File: src/rtl/oc_addsub_pkg.sv
package oc_addsub_pkg;

   typedef enum logic {
      OC_ADD = 1'b0,
      OC_SUB = 1'b1
   } oc_op_e;

   localparam int OC_MIN_WIDTH = 1;
   localparam int OC_MAX_WIDTH = 64;

endpackage

File: src/rtl/oc_operand_cond.sv
module oc_operand_cond #(
   parameter int WIDTH = 4
) (
   input  logic [WIDTH-1:0] op_b,
   input  logic             sub_mode,
   output logic [WIDTH-1:0] b_out
);
   import oc_addsub_pkg::*;

   oc_op_e op;
   assign op = oc_op_e'(sub_mode);

   // each bit passes through an XOR with the mode: inverted when subtracting
   for (genvar i = 0; i < WIDTH; i++) begin : g_inv
      assign b_out[i] = op_b[i] ^ (op == OC_SUB);
   end

endmodule

File: src/rtl/oc_ripple_add.sv
module oc_ripple_add #(
   parameter int WIDTH = 4
) (
   input  logic [WIDTH-1:0] a,
   input  logic [WIDTH-1:0] b,
   input  logic             cin,
   output logic [WIDTH-1:0] sum,
   output logic             cout
);
   logic [WIDTH:0] carry;

   assign carry[0] = cin;

   for (genvar i = 0; i < WIDTH; i++) begin : g_cell
      logic prop;
      assign prop         = a[i] ^ b[i];
      assign sum[i]       = prop ^ carry[i];
      assign carry[i+1]   = (a[i] & b[i]) | (prop & carry[i]);
   end

   assign cout = carry[WIDTH];

endmodule

File: src/rtl/oc_result_fix.sv
module oc_result_fix #(
   parameter int WIDTH = 4
) (
   input  logic             sub_mode,
   input  logic [WIDTH-1:0] raw_sum,
   input  logic             raw_cout,
   output logic [WIDTH-1:0] magnitude,
   output logic             negative,
   output logic             carry_out
);
   localparam logic [WIDTH-1:0] ALL_ONES = {WIDTH{1'b1}};
   localparam logic [WIDTH-1:0] ZERO_W   = '0;

   logic             eac_apply;
   logic [WIDTH-1:0] inc_sum;
   logic             inc_cout;
   logic             neg_zero;
   logic             below;

   // feedback carry only when subtracting and the main adder carried out
   assign eac_apply = sub_mode & raw_cout;

   oc_ripple_add #(.WIDTH(WIDTH)) u_inc (
      .a    (raw_sum),
      .b    (ZERO_W),
      .cin  (eac_apply),
      .sum  (inc_sum),
      .cout (inc_cout)
   );

   assign neg_zero = sub_mode & ~raw_cout & (raw_sum == ALL_ONES);
   assign below    = sub_mode & ~raw_cout & ~neg_zero;

   always_comb begin
      if (below) begin
         magnitude = ~raw_sum;
      end else if (neg_zero) begin
         magnitude = ZERO_W;
      end else begin
         magnitude = inc_sum;
      end
      negative  = below;
      carry_out = raw_cout & ~sub_mode;
   end

   always_comb begin
      if (eac_apply) begin
         AST_EAC_NO_WRAP: assert (inc_cout == 1'b0)
            else $error("end-around increment wrapped");
      end
   end

endmodule

File: src/rtl/oc_addsub_eac.sv
module oc_addsub_eac #(
   parameter int WIDTH        = 4,
   parameter bit REGISTER_OUT = 1'b1
) (
   input  logic             clk,
   input  logic             rst,
   input  logic [WIDTH-1:0] op_a,
   input  logic [WIDTH-1:0] op_b,
   input  logic             sub_mode,
   output logic [WIDTH-1:0] magnitude,
   output logic             negative,
   output logic             carry_out
);
   import oc_addsub_pkg::*;

   localparam int SUM_W = WIDTH + 1;

   if (WIDTH < OC_MIN_WIDTH || WIDTH > OC_MAX_WIDTH) begin : g_bad_width
      $error("oc_addsub_eac: WIDTH out of range");
   end

   logic [WIDTH-1:0] b_cond;
   logic [WIDTH-1:0] raw_sum;
   logic             raw_cout;
   logic [WIDTH-1:0] mag_c;
   logic             neg_c;
   logic             cy_c;

   oc_operand_cond #(.WIDTH(WIDTH)) u_cond (
      .op_b     (op_b),
      .sub_mode (sub_mode),
      .b_out    (b_cond)
   );

   oc_ripple_add #(.WIDTH(WIDTH)) u_main (
      .a    (op_a),
      .b    (b_cond),
      .cin  (1'b0),
      .sum  (raw_sum),
      .cout (raw_cout)
   );

   oc_result_fix #(.WIDTH(WIDTH)) u_fix (
      .sub_mode  (sub_mode),
      .raw_sum   (raw_sum),
      .raw_cout  (raw_cout),
      .magnitude (mag_c),
      .negative  (neg_c),
      .carry_out (cy_c)
   );

   if (REGISTER_OUT) begin : g_reg
      always_ff @(posedge clk) begin
         if (rst) begin
            magnitude <= '0;
            negative  <= 1'b0;
            carry_out <= 1'b0;
         end else begin
            magnitude <= mag_c;
            negative  <= neg_c;
            carry_out <= cy_c;
         end
      end

      AST_REG_SUM: assert property (@(posedge clk) disable iff (rst)
         (!$past(rst) && !$past(sub_mode)) |->
            ({carry_out, magnitude} == (SUM_W'($past(op_a)) + SUM_W'($past(op_b)))))
         else $error("registered sum mismatch");
      AST_REG_SIGN: assert property (@(posedge clk) disable iff (rst)
         (!$past(rst) && $past(sub_mode)) |->
            (negative == ($past(op_b) > $past(op_a))))
         else $error("registered sign mismatch");
   end else begin : g_comb
      assign magnitude = mag_c;
      assign negative  = neg_c;
      assign carry_out = cy_c;
   end

   AST_NEG_ONLY_SUB: assert property (@(posedge clk) disable iff (rst)
      neg_c |-> sub_mode) else $error("sign in add mode");
   AST_NO_CARRY_SUB: assert property (@(posedge clk) disable iff (rst)
      sub_mode |-> !cy_c) else $error("carry in subtract mode");
   AST_EQUAL_ZERO: assert property (@(posedge clk) disable iff (rst)
      (sub_mode && op_a == op_b) |-> (mag_c == '0 && !neg_c))
      else $error("negative zero leaked");
   AST_NEG_NONZERO: assert property (@(posedge clk) disable iff (rst)
      neg_c |-> (mag_c != '0)) else $error("signed zero");
   AST_POS_DIFF: assert property (@(posedge clk) disable iff (rst)
      (sub_mode && op_a > op_b) |-> (!neg_c && mag_c == op_a - op_b))
      else $error("positive difference wrong");

endmodule

File: config.mk
export PLATFORM = sky130hd
export DESIGN_NAME = oc_addsub_eac
export DESIGN_NICKNAME = d
export VERILOG_FILES = /design/src/rtl/oc_addsub_pkg.sv /design/src/rtl/oc_operand_cond.sv /design/src/rtl/oc_ripple_add.sv /design/src/rtl/oc_result_fix.sv /design/src/rtl/oc_addsub_eac.sv
export SDC_FILE = /design/constraint.sdc
export NUM_CORES = 1
export LEC_CHECK = 0
export BUFFER_PORTS_ARGS = -buffer_cell sky130_fd_sc_hd__buf_2
export CAP_MARGIN = 15
export CELL_PAD_IN_SITES_DETAIL_PLACEMENT = 1
export CELL_PAD_IN_SITES_GLOBAL_PLACEMENT = 1
export CORE_MARGIN = 2
export CORE_UTILIZATION = 28
export CTS_CLUSTER_SIZE = 14
export DETAILED_ROUTE_END_ITERATION = 10
export HOLD_SLACK_MARGIN = 0.06
export PLACE_DENSITY_LB_ADDON = 0.1
export SYNTH_ARGS = -nofsm -noshare
export SYNTH_HDL_FRONTEND = slang
export SYNTH_SLANG_ARGS = --single-unit
File: constraint.sdc
create_clock -name clk -period 3.7 [get_ports clk]
set_clock_uncertainty 0.2 [all_clocks]
set_input_delay 1.11 -clock clk [delete_from_list [all_inputs] [get_ports clk]]
set_output_delay 1.11 -clock clk [all_outputs]
set_load 0.1 [all_outputs]
==> impl_metrics.py <==
metrics = {
    "status": {
        "status": "complete, no violations",
    },
    "yosys": {
        "yosys-top-cells-count": "6 x dfxtp_1, 4 x ha_1, 4 x xor2_1",
        "synth_top_flop_cell": "dfxtp_1",
        "syn_inst": 35,
        "synth_async_sr_flop_share_pct": 0,
        "yosysWarnings": 0,
        "syn-num-nets": 53,
        "yosysTopAreaCell": "dfxtp_1",
        "ys_types": 15,
        "syn_area_um2": 385,
        "synth_most_common_cell": "dfxtp_1",
        "syn_area_per_cell_um2": 11.0,
        "synth_area_leaders": "dfxtp_1 31%, fa_1 16%, ha_1 13%, xor2_1 9.1%, nor3b_1 5.8%",
        "netlist.area_leader.share_pct": 31.2,
        "seq_area_frac_synth_pct": 31.2,
        "synth_edf_count": 0,
        "ys_ff_latch": 6,
    },
    "cells_and_area": {
        "synthToLayoutAreaGrowth_pct": 46.4,
        "nets": 75,
        "drive_gt1_share_pct": 56.4,
        "fin_area_um2": 564,
        "num_antenna_cells": 0,
    },
    "routing": {
        "routed_wl_um": 872,
        "drt_iter0_drc": 0,
        "ant_nets": 0,
        "vias": 336,
        "drcViolationCount": 0,
        "drt_first_pass_iters": 1,
        "wl_per_cell_um": 12.5,
        "vias_per_cell": 4.80,
    },
    "timing": {
        "period_needed_ns": 3.56,
        "rsz0062_at_grt": "no",
        "setup_viol": 0,
        "fmax_ghz": 0.281,
        "finalCritPeriodShare_pct": 96.3,
        "worst_pin_slew_ns": 0.486,
        "hold_viol_final": 0,
        "drv_slew": 0,
        "max_slew_margin_pct": 67.8,
    },
    "cts": {
        "cts_max_level": 1,
        "cts_root_buffer": "clkbuf_4",
        "cts_resized": 0,
        "clk_path_buf_depth": 2,
        "cts_tree": "built",
        "cts_sinks": 6,
        "holdBufCountCts": 0,
        "clk_pin_slew_ns": 0.04,
        "cts_setup_buffers": 0,
        "cts_buffers": 3,
    },
    "global_routing": {
        "grt_max_degree": 9,
        "grt_pass1_vias": 346,
        "grt_pass1_wl_um": 1310,
        "antenna_found_initial": 0,
        "grt.total_usage_pct": 12.5,
        "grt_remaining_overflow": 0,
    },
    "setup_path": {
        "crit_start": "sub_mode",
        "crit_slowest_cell": "fa_2",
        "required_ns": 3.66,
        "crit_path_start_kind": "primary input",
        "critPathArrivalTime_ns": 3.53,
        "crit_type": "primary input to flop",
        "critical_path.cell_chain": "buf_2 > xor2_1 > ha_2 > fa_2 > fa_2 > fa_2 > and2_4 > ha_4 > ha_4 > ha_4 > o21a_1 > nor3_1",
        "path_max_fanout": 3,
        "critPathMaxStageDelay_ns": 0.35,
        "crit_path_end_kind": "flop",
    },
    "power": {
        "peakVddDrop_v": 0.000162,
        "total_power_mw": 0.301,
        "p_leak_nw": 0.248,
        "power_density_nw_per_um2": 534,
    },
    "place": {
        "port_buffers": 16,
        "dp_hpwl_um": 774,
        "place_congestion": 0.690,
        "placed_area_um2": 542,
    },
    "flow_run": {
        "drv_cap": 0,
    },
    "floorplanning": {
        "dieArea_um2": 1690,
        "die_w_um": 41.1,
        "start_util_pct": 29.6,
        "die_h_um": 41.1,
        "rows": 13,
        "io_pins": 17,
        "coreArea_um2": 1300,
    },
    "worst_hold_path": {
        "hold_start": "rst",
        "hp-class": "primary input to flop",
        "whs_path_depth": 2,
    },
}
[flip-flops by register name, summed over array words and instances (netlist names)]
register   flops
carry_out      1
magnitude      4
negative       1
[routing by layer]
metal	GRT usage [%]	wire [µm]	up-vias
met5	0	0	-
met1	11.3	311	158
met4	9.68	0	0
li1	-	-	161
met3	2.17	80	0
met2	23.8	479	17
[cell usage in the layout, fill, tap and decap left out, drive strengths merged]
master	instances
buf	18
dfxtp	6
xor2	4
ha	4
nor3	3
nor3b	3
nor2	3
fa	3
clkbuf	3
a21oi	2
and2	1
and4	1
nand2b	1
nor2b	1
a211oi	1
o21a	1
[worst paths after layout]
kind	end	slack, ns
max	magnitude[3]$_SDFF_PP0_	0.14
min	magnitude[2]$_SDFF_PP0_	0.92
[critical path, delay by kind of cell]
kind	cells	cell delay, ns
simple gates	2	0.29
buf+inv	1	0.12
fa+ha+maj	7	1.67
compound gates	1	0.17
xor+xnor	1	0.16
[stage by stage]
stage | TNS [ns] | hold slack [ns] | std cells | util (%) | worst slack, ns
after floorplan | -0.152 | 0.977 | 35 | - | -0.0832
after global placement | -0.128 | 1.15 | 67 | 41.6 | -0.0703
after detailed placement | -0.283 | 1.17 | 67 | 41.6 | -0.130
after CTS | 0 | 0.910 | 70 | 43.4 | 0.121
after global routing | 0 | 0.922 | 70 | 43.4 | 0.0289
final | 0 | 0.918 | 70 | 43.4 | 0.136
[final cells by class]
type	count	area, µm²
clock buffer	3	22.5
tap	15	18.8
sequential	6	120
multi-input combinational	28	308
timing repair buffer	18	95.1
fill	160	737
[where the power goes]
group,internal (mW),switching (mW),leakage (nW)
Sequential,0.0746,0.00198,0.0498
Clock,0.0365,0.0210,0.0138
Combinational,0.0513,0.116,0.184
Total,0.162,0.139,0.248
[cells by family (layout without fill, tap and decap cells)]
kind of cell / after synthesis / after routing / share of synthesized area (%)
adders and majority gates: 7 / 7 / 28.6
xor gates and xnor gates: 4 / 4 / 9.09
DFF: 6 / 6 / 31.2
and+or+nand+nor: 13 / 13 / 21.8
buffers and inverters: 1 / 21 / 2.92
AOI/OAI and AO/OA: 4 / 4 / 6.50
(Power assumes the default switching activity.)
